**src/rtl/msi_pkg.sv**
```systemverilog
// Shared types for the coherence controller: line states and bus command codes.
package msi_pkg;
    typedef enum logic [1:0] {
        ST_I = 2'd0,
        ST_S = 2'd1,
        ST_M = 2'd2
    } line_st_t;

    typedef enum logic [1:0] {
        CMD_RD   = 2'd0,
        CMD_RDX  = 2'd1,
        CMD_UPGR = 2'd2,
        CMD_WB   = 2'd3
    } bus_cmd_t;
endpackage

```
**src/rtl/msi_snoop_logic.sv**
```systemverilog
// Snoop reaction for one line: next state and whether dirty data must be flushed.
// Assumes the caller has already compared the snooped tag with the line tag.
module msi_snoop_logic
    import msi_pkg::*;
(
    input  logic       snp_valid,
    input  logic [1:0] snp_cmd,
    input  logic       tag_eq,
    input  line_st_t   cur_st,
    output line_st_t   nxt_st,
    output logic       do_flush,
    output logic       do_update
);
    // Decide the reaction to a remote command on a valid matching line.
    always_comb begin
        nxt_st   = cur_st;
        do_flush = 1'b0;
        if (snp_valid && tag_eq && cur_st != ST_I) begin
            case (bus_cmd_t'(snp_cmd))
                CMD_RD: if (cur_st == ST_M) begin
                    nxt_st   = ST_S;
                    do_flush = 1'b1;
                end
                CMD_RDX: begin
                    do_flush = (cur_st == ST_M);
                    nxt_st   = ST_I;
                end
                CMD_UPGR: nxt_st = ST_I;
                default: ;
            endcase
        end
    end

    assign do_update = (nxt_st != cur_st);
endmodule

```
**src/rtl/msi_req_fsm.sv**
```systemverilog
// Processor-side request sequencer: optional writeback of a dirty victim,
// then one fill or upgrade transaction. Assumes one grant per request and
// that bus_done arrives for each granted transaction.
module msi_req_fsm
    import msi_pkg::*;
(
    input  logic       clk,
    input  logic       rst_n,
    input  logic       accept,
    input  logic       acc_done,
    input  logic       need_wb,
    input  logic       line_m,
    input  logic       upg_ok,
    input  logic       req_we,
    input  logic       bus_gnt,
    input  logic       bus_done,
    output logic       idle,
    output logic       in_wb,
    output logic       bus_req,
    output logic [1:0] bus_cmd,
    output logic       wb_issue,
    output logic       fill_done
);
    typedef enum logic [2:0] {F_IDLE, F_WB_REQ, F_WB_WAIT, F_FILL_REQ, F_FILL_WAIT} fsm_t;
    fsm_t st_q, st_d;

    // Next-state selection for the request sequence.
    always_comb begin
        st_d = st_q;
        case (st_q)
            F_IDLE:      if (accept && !acc_done) st_d = need_wb ? F_WB_REQ : F_FILL_REQ;
            F_WB_REQ:    if (!line_m) st_d = F_FILL_REQ;
                         else if (bus_gnt) st_d = F_WB_WAIT;
            F_WB_WAIT:   if (bus_done) st_d = F_FILL_REQ;
            F_FILL_REQ:  if (bus_gnt) st_d = F_FILL_WAIT;
            F_FILL_WAIT: if (bus_done) st_d = F_IDLE;
            default:     st_d = F_IDLE;
        endcase
    end

    // State register.
    always_ff @(posedge clk) begin
        if (!rst_n) st_q <= F_IDLE;
        else        st_q <= st_d;
    end

    // Command choice is made at grant time from the current line state.
    always_comb begin
        if (st_q == F_WB_REQ)  bus_cmd = CMD_WB;
        else if (!req_we)      bus_cmd = CMD_RD;
        else if (upg_ok)       bus_cmd = CMD_UPGR;
        else                   bus_cmd = CMD_RDX;
    end

    assign idle      = (st_q == F_IDLE);
    assign in_wb     = (st_q == F_WB_REQ);
    assign bus_req   = (in_wb && line_m) || (st_q == F_FILL_REQ);
    assign wb_issue  = in_wb && line_m && bus_gnt;
    assign fill_done = (st_q == F_FILL_WAIT) && bus_done;
endmodule

```
**src/rtl/msi_cache_ctrl.sv**
```systemverilog
// Per-cache MSI controller: direct-mapped line store, processor port,
// bus request side and snoop side. Assumes a bus that carries one transaction
// at a time and never snoops a cache with its own command.
module msi_cache_ctrl
    import msi_pkg::*;
#(
    parameter int ADDR_W = 4,
    parameter int DATA_W = 8,
    parameter int LINES  = 4,
    localparam int IDX_W = $clog2(LINES),
    localparam int TAG_W = ADDR_W - IDX_W
) (
    input  logic                   clk,
    input  logic                   rst_n,
    input  logic                   cpu_req,
    input  logic                   cpu_we,
    input  logic [ADDR_W-1:0]      cpu_addr,
    input  logic [DATA_W-1:0]      cpu_wdata,
    output logic                   cpu_ready,
    output logic                   cpu_done,
    output logic [DATA_W-1:0]      cpu_rdata,
    output logic                   bus_req,
    input  logic                   bus_gnt,
    output logic [1:0]             bus_cmd,
    output logic [ADDR_W-1:0]      bus_addr,
    output logic [DATA_W-1:0]      bus_wdata,
    input  logic                   bus_done,
    input  logic [DATA_W-1:0]      bus_fill_data,
    input  logic                   snp_valid,
    input  logic [1:0]             snp_cmd,
    input  logic [ADDR_W-1:0]      snp_addr,
    output logic                   flush_valid,
    output logic [DATA_W-1:0]      flush_data,
    output logic [2*LINES-1:0]     lines_state,
    output logic [TAG_W*LINES-1:0] lines_tag
);
    line_st_t          st_q  [LINES];
    logic [TAG_W-1:0]  tag_q [LINES];
    logic [DATA_W-1:0] dat_q [LINES];

    logic              r_we;
    logic [ADDR_W-1:0] r_addr;
    logic [DATA_W-1:0] r_wdata;

    logic idle, in_wb, wb_issue, fill_done, accept, acc_done;
    logic need_wb, upg_ok, hit, tag_eq;
    logic [IDX_W-1:0] look_idx, s_idx;
    logic [TAG_W-1:0] look_tag, s_tag;
    line_st_t ln_st, s_nxt;
    logic s_flush, s_upd;

    // Lookup port: the incoming address while idle, the held request otherwise.
    assign look_idx = idle ? cpu_addr[IDX_W-1:0]      : r_addr[IDX_W-1:0];
    assign look_tag = idle ? cpu_addr[ADDR_W-1:IDX_W] : r_addr[ADDR_W-1:IDX_W];
    assign ln_st    = st_q[look_idx];
    assign tag_eq   = (tag_q[look_idx] == look_tag);
    assign hit      = (ln_st != ST_I) && tag_eq;
    assign acc_done = hit && (!cpu_we || ln_st == ST_M);
    assign need_wb  = (ln_st == ST_M) && !tag_eq;
    assign upg_ok   = (ln_st == ST_S) && tag_eq;

    assign cpu_ready = idle && !snp_valid;
    assign accept    = cpu_req && cpu_ready;

    assign bus_addr  = in_wb ? {tag_q[look_idx], look_idx} : r_addr;
    assign bus_wdata = dat_q[look_idx];

    assign s_idx = snp_addr[IDX_W-1:0];
    assign s_tag = snp_addr[ADDR_W-1:IDX_W];

    msi_snoop_logic u_snoop (
        .snp_valid (snp_valid),
        .snp_cmd   (snp_cmd),
        .tag_eq    (tag_q[s_idx] == s_tag),
        .cur_st    (st_q[s_idx]),
        .nxt_st    (s_nxt),
        .do_flush  (s_flush),
        .do_update (s_upd)
    );

    msi_req_fsm u_fsm (
        .clk       (clk),
        .rst_n     (rst_n),
        .accept    (accept),
        .acc_done  (acc_done),
        .need_wb   (need_wb),
        .line_m    (ln_st == ST_M),
        .upg_ok    (upg_ok),
        .req_we    (r_we),
        .bus_gnt   (bus_gnt),
        .bus_done  (bus_done),
        .idle      (idle),
        .in_wb     (in_wb),
        .bus_req   (bus_req),
        .bus_cmd   (bus_cmd),
        .wb_issue  (wb_issue),
        .fill_done (fill_done)
    );

    // Capture the accepted request for the bus sequence.
    always_ff @(posedge clk) begin
        if (!rst_n) begin
            r_we    <= 1'b0;
            r_addr  <= '0;
            r_wdata <= '0;
        end else if (accept) begin
            r_we    <= cpu_we;
            r_addr  <= cpu_addr;
            r_wdata <= cpu_wdata;
        end
    end

    // Processor response: hits on the next cycle, misses after the fill.
    always_ff @(posedge clk) begin
        if (!rst_n) begin
            cpu_done  <= 1'b0;
            cpu_rdata <= '0;
        end else begin
            cpu_done <= (accept && acc_done) || fill_done;
            if (accept && acc_done)
                cpu_rdata <= cpu_we ? cpu_wdata : dat_q[look_idx];
            else if (fill_done)
                cpu_rdata <= r_we ? r_wdata : bus_fill_data;
        end
    end

    // Snoop flush output, one cycle after the remote command.
    always_ff @(posedge clk) begin
        if (!rst_n) begin
            flush_valid <= 1'b0;
            flush_data  <= '0;
        end else begin
            flush_valid <= s_flush;
            flush_data  <= dat_q[s_idx];
        end
    end

    // Line store updates; snoop and local updates never share a cycle.
    always_ff @(posedge clk) begin
        if (!rst_n) begin
            for (int i = 0; i < LINES; i++) begin
                st_q[i]  <= ST_I;
                tag_q[i] <= '0;
                dat_q[i] <= '0;
            end
        end else begin
            if (s_upd) st_q[s_idx] <= s_nxt;
            if (accept && acc_done && cpu_we) dat_q[look_idx] <= cpu_wdata;
            if (wb_issue) st_q[look_idx] <= ST_I;
            if (fill_done) begin
                st_q[look_idx]  <= r_we ? ST_M : ST_S;
                tag_q[look_idx] <= r_addr[ADDR_W-1:IDX_W];
                dat_q[look_idx] <= r_we ? r_wdata : bus_fill_data;
            end
        end
    end

    // Flatten the per-line view.
    for (genvar g = 0; g < LINES; g++) begin : g_view
        assign lines_state[2*g +: 2]       = st_q[g];
        assign lines_tag[TAG_W*g +: TAG_W] = tag_q[g];
    end
endmodule

```
**config.mk**
```make
export PLATFORM = sky130hd
export DESIGN_NAME = msi_cache_ctrl
export DESIGN_NICKNAME = d
export VERILOG_FILES = /design/src/rtl/msi_pkg.sv /design/src/rtl/msi_snoop_logic.sv /design/src/rtl/msi_req_fsm.sv /design/src/rtl/msi_cache_ctrl.sv
export SDC_FILE = /design/constraint.sdc
export NUM_CORES = 1
export LEC_CHECK = 0
export ABC_CLOCK_PERIOD_IN_PS = 6700
export CAP_MARGIN = 20
export CORE_MARGIN = 5
export CORE_UTILIZATION = 35
export CTS_CLUSTER_SIZE = 25
export DETAILED_ROUTE_END_ITERATION = 10
export PLACE_DENSITY = 0.59
export SLEW_MARGIN = 30
export SYNTH_ARGS = -nofsm -noshare
export SYNTH_HDL_FRONTEND = slang
export SYNTH_SLANG_ARGS = --single-unit
```
**constraint.sdc**
```tcl
create_clock -name clk -period 6.7 [get_ports clk]
set_input_delay 1.34 -clock clk [delete_from_list [all_inputs] [get_ports clk]]
set_output_delay 1.34 -clock clk [all_outputs]
set_load 0.02 [all_outputs]
```
* After elaboration in Yosys (flattened, before gate mapping)
Memory sizes are Yosys's and may differ from the RTL's. A register that Yosys moved wholly into a read port is not among the register bits.
Index checks and enable logic that the tools add are counted.
** Cells by class
- Equality and inequality tests :: 17
- Bitwise logic cells :: 2
- Muxes and demuxes :: 51
- Reduce and logical (&&, ||, !) cells :: 34
** Operators by type and width (count)
- two-way mux 8 bit :: 6
- two-way mux 2 bit :: 17
- two-way mux 1 bit :: 18
- two-way mux 3 bit :: 6
- case mux 3 bit (5 select lines) :: 1
- logical AND 1 bit :: 14
- OR reduction 2 bit :: 4
- OR reduction 8 bit :: 1
- == test 2 bit, second input constant :: 3
- == test 3 x 2 -> 1 bit, second input constant :: 2
- inequality test 2 bit, second input constant :: 3
- nonzero test 2 bit :: 3
- logical NOT 1 bit :: 5
- AND reduction 5 bit :: 1
- == test 2 x 1 -> 1 bit, second input constant :: 2
- == test 2 bit :: 2
- two-way mux 4 bit :: 1
- case mux 2 bit (2 select lines) :: 1
- == test 3 x 1 -> 1 bit, second input constant :: 1
- == test 3 bit, second input constant :: 1
- logical NOT 3 bit :: 1
- logical OR 1 bit :: 3
- inequality test 3 bit, second input constant :: 1
- logical NOT 2 bit :: 1
- 5 further kinds :: 6
** Storage, ports and cells
- Bits of input ports :: 33
- Register bits after elaboration :: 26
- Output and inout bits :: 50
- Memories kept :: 3
- Word-level logic and storage cells :: 114
- RAM bits :: 48
** Memory list
- dat_q :: depth 4, bits a word 8, rd ports 2, clocked after memory_dff 1, wr ports 4, RTL line msi_cache_ctrl.sv:39 : logic [DATA_W-1:0] dat_q [LINES];
- st_q :: depth 4, bits a word 2, rd ports 6, clocked after memory_dff 0, wr ports 4, RTL line msi_cache_ctrl.sv:37 : line_st_t st_q [LINES];
- tag_q :: depth 4, bits a word 2, rd ports 6, clocked after memory_dff 0, wr ports 4, RTL line msi_cache_ctrl.sv:38 : logic [TAG_W-1:0] tag_q [LINES];

* Longest topological paths before layout
Gate-level depths: netlist of run 1.
An unclocked memory read counts as a cell.
- Depth in word-level cells :: 14
- Depth in mapped cells :: 9
- Mapped depth without buffers :: 6

* By module
Synthesis of run 1 repeated with hierarchy kept, for this count alone.
** Unflattened totals
- Cells, all modules :: 437
- Area total of the unflattened synthesis :: 4516.8 um^2
** By module, submodules not included
- msi_cache_ctrl :: cells each 395, seq. area each 2062.0 um^2, area each 4201.5 um^2, instances 1
- msi_req_fsm :: cells each 31, seq. area each 60.1 um^2, area each 249.0 um^2, instances 1
- msi_snoop_logic :: cells each 11, seq. area each 0.0 um^2, area each 66.3 um^2, instances 1

* Worst setup path before layout of run 1
No wires, ideal clock.
- Path type :: input port to output port
- Start :: input cpu_addr[1]
- End :: output bus_wdata[0]
- Stages :: 7
- Setup slack :: 2.385 ns
- Arrival :: 2.975 ns
- Buffers on the path :: 3
- Data required time :: 5.360 ns
- Cell sequence :: buf_2 -> or4b_2 -> and2_1 -> buf_2 -> buf_1 -> a21oi_1 -> a22oi_1
** On the way
- Cells in the longest elaborated chain, start to end :: 2
** Ends and longest elaborated chain
- start: declaration :: RTL line msi_cache_ctrl.sv:17 : input logic [ADDR_W-1:0] cpu_addr,
- two-way mux 2 bit :: RTL line msi_cache_ctrl.sv:53 : assign look_idx = idle ? cpu_addr[IDX_W-1:0] : r_addr[IDX_W-1:0];
- memory (4 x 8 bit)
- end: declaration :: RTL line msi_cache_ctrl.sv:26 : output logic [DATA_W-1:0] bus_wdata,
Every way passes these cells.

* Worst setup path after layout of run 1
- Start :: input cpu_addr[1]
- End :: output bus_wdata[7]
Same word-level chain as after synthesis.

==> results of run 1 <==
==> cell usage in the layout, fill, tap and decap left out, types with 2 or more instances in the layout <==
master and instances:
a211oi_1 3, a211oi_2 6, a21oi_1 53, a221oi_1 8
a22oi_1 8, and2_1 17, buf_4 7, bufinv_16 2
clkbuf_16 9, clkbuf_8 2, clkdlybuf4s50_1 82, dfxtp_1 34
edfxtp_1 48, inv_1 7, mux2i_1 34, mux4_2 16
nand2_1 95, nand3_1 10, nand3b_1 4, nor2_1 26
nor2b_1 4, nor3_1 4, nor3b_1 3, o211ai_1 10
o21ai_0 26, o21bai_1 3, o22ai_1 2, o31ai_1 2
or3_1 2, or4b_2 2, xnor2_1 4
==> cells by family (layout without fill, tap and decap cells) <==
logic type	after synthesis	in the layout	share of synthesized area (%)
compound gates	133	133	17.9
xor+xnor	4	4	0.734
buf+inv	47	113	4.04
flops	82	82	44.5
mux	52	52	15.2
simple gates	178	178	17.7
==> flip-flops by register name (all words and copies together) (netlist names) <==
signal,flops
cpu_done,1
flush_valid,1
cpu_rdata,8
r_wdata,8
tag_q,8
dat_q,32
u_fsm.st_q,3
st_q,8
r_we,1
flush_data,8
r_addr,4
==> stage by stage <==
| step | util (%) | hold WS [ps] |
|---|---|---|
| detailed placement | 43.0 | 449 |
| finish | 45.5 | 457 |
| CTS | 45.4 | 458 |
| global route | 45.5 | 474 |
| global placement | 43.0 | 441 |
| floorplan | - | 436 |
==> power by group through the flow <==
stage / registers (mW) / logic [mW] / clock network, mW
floorplan: 0.609 / 0.423 / 0
global placement: 0.621 / 0.637 / 0
detailed placement: 0.623 / 0.649 / 0
CTS: 0.612 / 0.650 / 0.554
global route: 0.619 / 0.702 / 0.575
finish: 0.612 / 0.652 / 0.551
==> per-layer routing <==
layer / up-vias / part of all wire [%]
met5: - / 0
met4: 0 / 2.2
met3: 25 / 6.8
met1: 2022 / 44
li1: 1954 / -
met2: 170 / 47
==> critical path, delay by kind of cell <==
kind,cells,cell delay [ps]
simple gates,3,1390
buf+inv,2,1370
compound gates,1,240
==> area by class of cell <==
| cell class | count | area, µm² | share of cell area (%) |
|---|---|---|---|
| clock inverters | 4 | 73.8 | 1.22 |
| flip-flops and latches | 82 | 2120 | 35.1 |
| clock buffers | 12 | 256 | 4.24 |
| repair buffers | 89 | 873 | 14.4 |
| inverters | 8 | 30.0 | 0.497 |
| multi-input cells | 367 | 2470 | 40.8 |
| well taps | 176 | 220 | 3.64 |
==> how the worst min path moves through the flow <==
stage | depth (start not counted) | slack, ps | start | endpoint
after global placement | 2 | 440 | r_wdata[1] | r_wdata[1]
after floorplan | 2 | 440 | r_wdata[0] | r_wdata[0]
after global routing | 2 | 470 | r_wdata[2] | r_wdata[2]
after CTS | 2 | 460 | r_wdata[6] | r_wdata[6]
final | 2 | 460 | r_wdata[6] | r_wdata[6]
after detailed placement | 2 | 450 | r_wdata[6] | r_wdata[6]
==> summary.md, run 1 <==
| Metric | Value |
|---|---|
| Pre-antenna DRT Iters | `5` |
| Filler instances | `1,248` |
| Largest net degree at the start of global routing | `48` |
| Max Slew Vio Count | `0` |
| First-pass GRT wire length | `21,800 µm` |
| Worst-path clk slew | `60 ps` |
| Critical Path AT | `4350 ps` |
| Combinational Power Share | `35.9%` |
| Power Density | `300 nW/µm²` |
| Post-synthesis cell count | `496` |
| Fin crit period | `5690 ps` |
| Netlist cell types | `55` |
| CTS Hold Bufs | `0` |
| Crit path launch type | `input port` |
| Synthesized area | `4770 µm²` |
| Iter 0 DRT Violations | `239` |
| Register area share after synthesis | `44.5%` |
| Synth area leader | `edfxtp_1` |
| Internal | `1.17 mW` |
| Number of global-route vias before repair | `4,074` |
| Avg Inst Size Synth | `9.62 µm²` |
| Yosys Warn Count | `0` |
| Core Area | `13,300 µm²` |
| FF-to-FF setup slack | `2540 ps` |
| Slowest CP cell | `clkdlybuf4s50_1` |
| Fin crit share | `84.9%` |
| Worst Tran Pin Value | `931 ps` |
| Starting Density | `35.9%` |
| Met2 usage | `27.0%` |
| Routability cong. | `0.905` |
| Pre-CTS setup slack | `1020 ps` |
| DRC viols | `0` |
| Fin Setup TNS | `0 ps` |
| Placed instance area | `5710 µm²` |
| Total track usage | `17.3%` |
| CTS tree | `built` |
| Layout Nets | `590` |
| Clk_skew | `6.95 ps` |
| #FFs+latches synth | `82` |
| Die height | `127 µm` |
| H-tree Lvls | `3` |
| Status | `complete, no violations` |
| Final setup margin | `1010 ps` |
| Die width | `127 µm` |
| Resize count post-CTS | `0` |
| End point of the critical path | `bus_wdata[7]` |
| Total Power | `1.82 mW` |
| Peak Freq | `176 MHz` |
| Synth top area share | `30.2%` |
| RSZ-0062 raised after global routing | `false` |
| Area growth syn-to-layout | `26.6%` |
| Post-CTS Setup Inserts | `0` |
| Endpoint type of the worst setup path | `output port` |
| Grt peak-use layer | `met2` |
| R2r worst-path depth | `6` |
| Row count | `42` |
| Design area | `6040 µm²` |
| Endpoints failing setup | `0` |
| Initial antenna violation count | `0` |
| Most frequent cells after synthesis | `95 x nand2_1, 53 x a21oi_1, 48 x edfxtp_1, 34 x dfxtp_1, 34 x mux2i_1` |
| Peak VDD IR | `129 µV` |
| Count leader, synth | `nand2_1` |
| N_diodes | `0` |
| Clock share of power | `30.3%` |
| Share of layout cells above drive strength 1 | `9.79%` |
| Clock Path Buffers | `2` |
| Synthesized Nets | `529` |
| Crit Path Class | `input port to output port` |
| Max_cap viols | `0` |
| PortBufs | `82` |
| I/O pin count | `83` |
| Met3 usage | `3.53%` |
| Routed WL per cell | `19.1 µm` |
| Cell Chain, Critical Path | `clkdlybuf4s50_1 -> or4b_2 -> nand2_1 -> nand2_1 -> a22oi_1 -> clkdlybuf4s50_1` |
| WL final | `14,100 µm` |
| Hold/Removal Path Class | `flip-flop to flip-flop` |
| Reg2reg end | `dat_q[1][5]` |
| Ranking of synthesized cells by area | `edfxtp_1 30%, dfxtp_1 14%, mux4_2 7.5%, nand2_1 7.5%, mux2i_1 7.1%` |
| Fin. Hold Viols | `0` |
| Worst path max stage delay | `730 ps` |
| Leakage | `2.09 nW` |
| DP HPWL | `10,100 µm` |
| Top FF cell, synth | `edfxtp_1` |
| Slew HR | `37.8%` |
| DP Cell Count | `722` |
| Post-DRT Antenna Nets | `0` |
| GR Util met1 | `23.3%` |
| Vias/cell | `5.65` |
| GRT Residual Overflow | `0` |
| Post-synth ARST share | `0%` |
| RR Startpoint | `u_fsm.st_q[0]` |
| Num CTS Buffers | `9` |
| Post-synth EDFFs | `48` |
| Switch share | `35.5%` |
| Clock insertion delay at the later pin of the skew report | `330 ps` |
| CTS root buf | `clkbuf_16` |
| DIE AREA | `16,100 µm²` |
| Sequential power share | `33.7%` |
| CP required | `5360 ps` |
| Critical Path Source | `cpu_addr[1]` |
| Crit-path max FO | `20` |
| Non-Filler Instances | `738` |
| Vias after detailed routing | `4,171` |
| CTS sink cnt | `82` |
| Sw Pwr | `644 µW` |
No activity file was read; power rests on OpenSTA's default activity.
==> inputs of run 2 (changes only) <==
Settings changed: ABC_CLOCK_PERIOD_IN_PS 6700 to 5150, PLACE_DENSITY 0.59 to 0.61.
Clock period 6.7 ns to 5.15 ns, I/O delays scaled along.
==> run 2 against run 1 <==
Non-clock buffer count grew 4. Sequential share of layout area shrank 0.20 points. Combinational power grew 31%. Sequential power grew 30%. First-iteration DRC count grew 50%. Flip-flop and latch count is the same. Worst setup slack lost 690 ps. Power grew 31%. Die area is the same. Critical endpoint is now bus_wdata[2]. Highest routed layer unchanged.
==> summary.md, run 2 (same netlist as run 1, synthesis figures left out) <==
| Metric | Value |
|---|---|
| Post-DRT Antenna Nets | `0 (unchanged)` |
| Routability cong. | `0.927 (was 0.905)` |
| Power Density | `392 nW/µm² (was 300 nW/µm²)` |
| Largest net degree at the start of global routing | `47 (was 48)` |
| Vias after detailed routing | `4,136 (was 4,171)` |
| CP required | `4120 ps (was 5360 ps)` |
| I/O pin count | `83 (unchanged)` |
| Vias/cell | `5.57 (was 5.65)` |
| DRC viols | `0 (unchanged)` |
| Crit path launch type | `input port (unchanged)` |
| Clock Path Buffers | `2 (unchanged)` |
| Crit Path Class | `input port to output port (unchanged)` |
| Max reg flops | `32 (unchanged)` |
| Met2 Routed Length | `6720 µm (was 6620 µm)` |
| Slowest CP cell | `clkdlybuf4s50_1 (unchanged)` |
| Num CTS Buffers | `9 (unchanged)` |
| Top delay family on crit path | `buffers and inverters (was simple AND/OR/NAND/NOR gates)` |
| WL met3 | `877 µm (was 958 µm)` |
| Peak Freq | `207 MHz` |
| Slew HR | `33.2% (was 37.8%)` |
| CTS root buf | `clkbuf_16 (unchanged)` |
| Critical Path AT | `3800 ps (was 4350 ps)` |
| Worst-path clk slew | `70 ps (was 60 ps)` |
| WL final | `14,300 µm (was 14,100 µm)` |
| Layout Nets | `594 (was 590)` |
| Post-CTS Setup Inserts | `0 (unchanged)` |
| Cell Chain, Critical Path | `clkdlybuf4s50_1 -> or4b_2 -> and2_1 -> a21oi_1 -> a22oi_1 -> clkdlybuf4s50_1 (was clkdlybuf4s50_1 -> or4b_2 -> nand2_1 -> nand2_1 -> a22oi_1 -> clkdlybuf4s50_1)` |
| Worst path buffer plus inverter count | `2 (unchanged)` |
| Core Area | `13,300 µm² (unchanged)` |
| Number of global-route vias before repair | `4,057 (was 4,074)` |
| DP HPWL | `10,300 µm (was 10,100 µm)` |
| Filler instances | `1,253 (was 1,248)` |
| CTS tree | `built (unchanged)` |
| Resize count post-CTS | `0 (unchanged)` |
| CTS sink cnt | `82 (unchanged)` |
| Endpoints failing setup | `0 (unchanged)` |
| Fin Setup TNS | `0 ps (unchanged)` |
| GRT Residual Overflow | `0 (unchanged)` |
| N_diodes | `0 (unchanged)` |
| Peak VDD IR | `155 µV (was 129 µV)` |
| Routed WL per cell | `19.2 µm (was 19.1 µm)` |
| Leakage | `2.11 nW (was 2.09 nW)` |
| Starting Density | `35.9% (unchanged)` |
| PortBufs | `82 (unchanged)` |
| Hold/Removal Path Class | `flip-flop to flip-flop (unchanged)` |
| Largest reg by FF count | `dat_q (unchanged)` |
| Most frequent cells in the layout | `95 x nand2_1, 82 x clkdlybuf4s50_1, 53 x a21oi_1 (unchanged)` |
| Pre-antenna DRT Iters | `4 (was 5)` |
| Max_cap viols | `0 (unchanged)` |
| CTS Hold Bufs | `0 (unchanged)` |
| Fin crit period | `4830 ps` |
| Worst Tran Pin Value | `1000 ps (was 931 ps)` |
| Endpoint type of the worst setup path | `output port (unchanged)` |
| Iter 0 DRT Violations | `358 (was 239)` |
| Fin. Hold Viols | `0 (unchanged)` |
| Row count | `42 (unchanged)` |
| Max Slew Vio Count | `0 (unchanged)` |
| First-pass GRT wire length | `22,400 µm (was 21,800 µm)` |
| Routed met1 length | `6300 µm (was 6250 µm)` |
| Top cell by count, worst path | `clkdlybuf4s50_1` |
| DIE AREA | `16,100 µm² (unchanged)` |
| Clk_skew | `8.77 ps (was 6.95 ps)` |
| Total track usage | `17.9% (was 17.3%)` |
| Clock insertion delay at the later pin of the skew report | `350 ps (was 330 ps)` |
| Total Power | `2.38 mW (was 1.82 mW)` |
| Crit-path max FO | `19 (was 20)` |
| Die width | `127 µm (unchanged)` |
| Status | `complete, no violations (unchanged)` |
| RSZ-0062 raised after global routing | `false (unchanged)` |
| Initial antenna violation count | `0 (unchanged)` |
| Fin crit share | `93.7%` |
| Die height | `127 µm (unchanged)` |
| Share of layout cells above drive strength 1 | `10.4% (was 9.79%)` |
| Commonest non-fill, non-tap cell in the layout | `nand2_1 (unchanged)` |
| H-tree Lvls | `3 (unchanged)` |
| Worst path max stage delay | `720 ps (was 730 ps)` |
| Area growth syn-to-layout | `27.4% (was 26.6%)` |
| Uppermost layer routed | `met4 (unchanged)` |
## run 2: stage by stage
stage | setup WS (ps) | cells | hold WS [ps] | util [%] | area, µm²
2_1_floorplan | 1450 | 496 | 436 | - | 4770
3_3_place_gp | 399 | 726 | 441 | 43.2 | 5740
3_5_place_dp | 313 | 726 | 448 | 43.2 | 5740
4_1_cts | 315 | 742 | 457 | 45.7 | 6080
5_1_grt | 159 | 742 | 484 | 45.7 | 6080
6_report | 323 | 742 | 455 | 45.7 | 6080
## run 2: worst register-to-register path, stage by stage (launching register included)
cell	delay [ps]
dfxtp_1	460
nor3_4	550
mux2_4	450
mux2i_1	200
xnor2_1	440
nand3_2	440
o21bai_1	930
## run 2: worst paths after layout
check                 end  slack (ps)           from  cells past startpoint
max          bus_wdata[2]         320    cpu_addr[1]                      6
min            r_wdata[6]         450     r_wdata[6]                      2
max reg2reg   dat_q[2][4]        1290  u_fsm.st_q[0]                      6
min reg2reg    r_wdata[6]         450     r_wdata[6]                      2
## run 2: power by group
part           switching [mW]  internal (mW)  total (mW)
sequential             0.0600          0.736       0.796
clock                   0.278          0.454       0.732
combinational           0.513          0.341       0.854
## run 2: routing by layer
layer	GRT usage [%]	vias up
li1	-	1961
met1	24.3	1987
met2	28.5	161
met3	3.11	27
met4	7.38	0
met5	0	-
## run 2: cell type report
cell class	instances	area, µm²	share of cell area [%]
multi-input combinational	367	2460	40.5
sequential	82	2120	34.9
timing repair buffer	93	903	14.9
clock buffer	11	253	4.16
tap	176	220	3.62
clock inverter	5	86.3	1.42
inverter	8	30.0	0.494
==> inputs of run 3 (changes only) <==
Settings changed: SYNTH_HIERARCHICAL set to 1.
==> run 3 against run 2 <==
Global-route usage decreased by 0.22 points. Via count fell by 8.8%. Non-clock buffer count is 8 higher. Largest power group unchanged. Sequential share of layout area increased by 1.3 points. Count of clock-buffer cells in the layout shrank 1. Clock skew decreased by 3.4 ps. Synthesized cell count is 12% lower. Sequential power fell by 2%. Flip-flop and latch count did not move. Routed wire length is 6.7% lower. Cell count is 5.8% lower.
==> summary.md, run 3 <==
| Metric | Value |
|---|---|
| Post-DRT Antenna Nets | `0 (unchanged)` |
| DP HPWL | `9840 µm (was 10,300 µm)` |
| Share of layout cells above drive strength 1 | `12.7% (was 10.4%)` |
| PortBufs | `82 (unchanged)` |
| Status | `complete, no violations (unchanged)` |
| Worst Tran Pin Value | `781 ps (was 1000 ps)` |
| Crit Path Class | `input port to output port (unchanged)` |
| Synth area leader | `edfxtp_1 (unchanged)` |
| Starting Density | `35.8% (was 35.9%)` |
| Hold/Removal Path Class | `flip-flop to flip-flop (unchanged)` |
| Post-synth ARST share | `0% (unchanged)` |
| Fin crit period | `4960 ps (was 4830 ps)` |
| Vias/cell | `5.40 (was 5.57)` |
| CTS tree | `built (unchanged)` |
| Top FF cell, synth | `edfxtp_1 (unchanged)` |
| Max_cap viols | `0 (unchanged)` |
| Endpoints failing setup | `0 (unchanged)` |
| Clock insertion delay at the later pin of the skew report | `340 ps (was 350 ps)` |
| First-pass GRT wire length | `20,500 µm (was 22,400 µm)` |
| RSZ-0062 raised after global routing | `false (unchanged)` |
| Layout Nets | `555 (was 594)` |
| Post-synth EDFFs | `48 (unchanged)` |
| Critical Path AT | `3930 ps (was 3800 ps)` |
| Netlist cell types | `53 (was 55)` |
| Post-synthesis adder-cell area fraction | `0% (unchanged)` |
| Fin Setup TNS | `0 ps (unchanged)` |
| Post-CTS Setup Inserts | `0 (unchanged)` |
| #FFs+latches synth | `82 (unchanged)` |
| Row count | `41 (was 42)` |
| WL final | `13,300 µm (was 14,300 µm)` |
| Routability cong. | `0.864 (was 0.927)` |
| Yosys Warn Count | `6 (was 0)` |
| Worst path buffer plus inverter count | `3 (was 2)` |
| Vias after detailed routing | `3,772 (was 4,136)` |
| Slowest CP cell | `clkdlybuf4s50_1 (unchanged)` |
| Max Slew Vio Count | `0 (unchanged)` |
| Largest net degree at the start of global routing | `31 (was 47)` |
| Die width | `124 µm (was 127 µm)` |
| Post-synthesis simple-gate area fraction | `18.3% (was 17.7%)` |
| Crit path launch type | `input port (unchanged)` |
| GRT Residual Overflow | `0 (unchanged)` |
| Non-Filler Instances | `699 (was 742)` |
| Compound-Gate Fraction of Synth Area | `11.5% (was 17.9%)` |
| Number of global-route vias before repair | `3,776 (was 4,057)` |
| Fin crit share | `96.3% (was 93.7%)` |
| Routed WL per cell | `19.0 µm (was 19.2 µm)` |
| CTS root buf | `clkbuf_16 (unchanged)` |
| Crit-path max FO | `12 (was 19)` |
| Slew HR | `47.5% (was 33.2%)` |
| Fin. Hold Viols | `0 (unchanged)` |
| Worst-path clk slew | `60 ps (was 70 ps)` |
| Commonest non-fill, non-tap cell in the layout | `clkdlybuf4s50_1 (was nand2_1)` |
| Clock Path Buffers | `2 (unchanged)` |
| Most frequent cells after synthesis | `68 x nor2_1, 60 x nand2_1, 48 x edfxtp_1, 34 x dfxtp_1, 24 x mux2i_1 (was 95 x nand2_1, 53 x a21oi_1, 48 x edfxtp_1, 34 x dfxtp_1, 34 x mux2i_1)` |
| Iter 0 DRT Violations | `329 (was 358)` |
| Cell Chain, Critical Path | `clkdlybuf4s50_1 -> mux2i_2 -> buf_4 -> mux2i_1 -> mux2i_1 -> nor4b_1 -> a21o_1 -> clkdlybuf4s50_1 (was clkdlybuf4s50_1 -> or4b_2 -> and2_1 -> a21oi_1 -> a22oi_1 -> clkdlybuf4s50_1)` |
| Initial antenna violation count | `0 (unchanged)` |
| CP required | `4120 ps (about the same)` |
| Register area share after synthesis | `47.0% (was 44.5%)` |
| CTS Hold Bufs | `0 (unchanged)` |
| Post-synthesis cell count | `437 (was 496)` |
| Leakage | `2.16 nW (was 2.11 nW)` |
| Synthesized area | `4520 µm² (was 4770 µm²)` |
| Largest reg by FF count | `dat_q (unchanged)` |
| Endpoint type of the worst setup path | `output port (unchanged)` |
| H-tree Lvls | `3 (unchanged)` |
| Synth top area share | `31.9% (was 30.2%)` |
| Max reg flops | `32 (unchanged)` |
| Multiplexer share of the synthesized area | `18.6% (was 15.2%)` |
| Pre-CTS setup slack | `227 ps (was 313 ps)` |
| CTS sink cnt | `82 (unchanged)` |
| Ranking of synthesized cells by area | `edfxtp_1 32%, dfxtp_1 15%, mux4_2 10%, nor2_1 5.7%, mux2i_1 5.3% (was edfxtp_1 30%, dfxtp_1 14%, mux4_2 7.5%, nand2_1 7.5%, mux2i_1 7.1%)` |
| Most frequent cells in the layout | `82 x clkdlybuf4s50_1, 68 x nor2_1, 60 x nand2_1 (was 95 x nand2_1, 82 x clkdlybuf4s50_1, 53 x a21oi_1)` |
| Avg Inst Size Synth | `10.3 µm² (was 9.62 µm²)` |
| Power Density | `391 nW/µm² (was 392 nW/µm²)` |
| XOR/XNOR share of the synthesized area | `0.776% (was 0.734%)` |
| Peak Freq | `202 MHz (was 207 MHz)` |
| Count leader, synth | `nor2_1 (was nand2_1)` |
| DRC viols | `0 (unchanged)` |
| Final setup margin | `188 ps (was 323 ps)` |
| Filler instances | `1,198 (was 1,253)` |
| Peak VDD IR | `236 µV (was 155 µV)` |
| Core Area | `12,600 µm² (was 13,300 µm²)` |
| Num CTS Buffers | `9 (unchanged)` |
| Die height | `124 µm (was 127 µm)` |
| Area growth syn-to-layout | `29.6% (was 27.4%)` |
| Synthesized Nets | `470 (was 529)` |
| Total Power | `2.29 mW (was 2.38 mW)` |
| Worst path max stage delay | `590 ps (was 720 ps)` |
| Clk_skew | `5.39 ps (was 8.77 ps)` |
| DIE AREA | `15,300 µm² (was 16,100 µm²)` |
| Top delay family on crit path | `buffers and inverters (unchanged)` |
| I/O pin count | `83 (unchanged)` |
| Resize count post-CTS | `0 (unchanged)` |
| N_diodes | `0 (unchanged)` |
| Combinational family with the most area after synthesis | `multiplexers (was compound AO/OA/AOI/OAI gates)` |
| Pre-antenna DRT Iters | `5 (was 4)` |
| DP Cell Count | `683 (was 726)` |
| Total track usage | `17.7% (was 17.9%)` |
==> run 3: cell types whose count changed after synthesis, moves of 10 or more <==
cell / change
nand2_1: -35
mux2i_1: -10
a21boi_0: +12
o21ai_0: -14
nor2_1: +42
a21oi_1: -40
==> run 3: final timing paths <==
| kind | endpoint | from | depth (start not counted) | slack, ps |
|---|---|---|---|---|
| hold reg to reg | r_wdata[6] | r_wdata[6] | 2 | 460 |
| setup reg to reg | dat_q[2][4] | u_fsm/st_q[1] | 11 | 1670 |
| setup / recovery | bus_cmd[1] | cpu_addr[1] | 8 | 190 |
| hold / removal | r_wdata[6] | r_wdata[6] | 2 | 460 |
==> run 3: area by class of cell <==
class                           count  area [µm²]  area share [%]
Multi-Input combinational cell    316        2220            37.9
Clock inverter                      6        58.8            1.00
Clock buffer                       10         229            3.91
Timing Repair Buffer              101         963            16.5
Tap cell                          172         215            3.68
Sequential cell                    82        2120            36.2
Inverter                           12        45.0           0.769
==> run 3: metal layers <==
layer	track usage [%]	wire length (µm)
met2	29.7	6370
met1	22.4	5640
met3	4.68	1080
met5	0	0
met4	5.40	210
==> run 3: cells by family (layout without fill, tap and decap cells) <==
| group | count (synthesis) | count (layout) |
|---|---|---|
| simple gates | 180 | 180 |
| flops | 82 | 82 |
| compound gates | 77 | 77 |
| mux | 55 | 55 |
| buf+inv | 39 | 129 |
| xor+xnor | 4 | 4 |
==> run 3: metrics by stage <==
step	hold WS (ps)	instance area [µm²]	utilization, %
after detailed placement	459	5570	44.1
after CTS	468	5850	46.4
after floorplan	443	4520	-
after global routing	494	5850	46.4
final	465	5850	46.4
after global placement	449	5570	44.1
==> run 3: where the power goes <==
group	internal (mW)	total [mW]	switching (mW)
clock network	0.372	0.632	0.260
logic	0.390	0.875	0.485
registers	0.737	0.783	0.0463
==> run 3: tightest hold or removal path: stages, from the launching register on <==
cell and delay [ps]:
dfxtp_1 310, nand2_1 50, a21boi_0 60
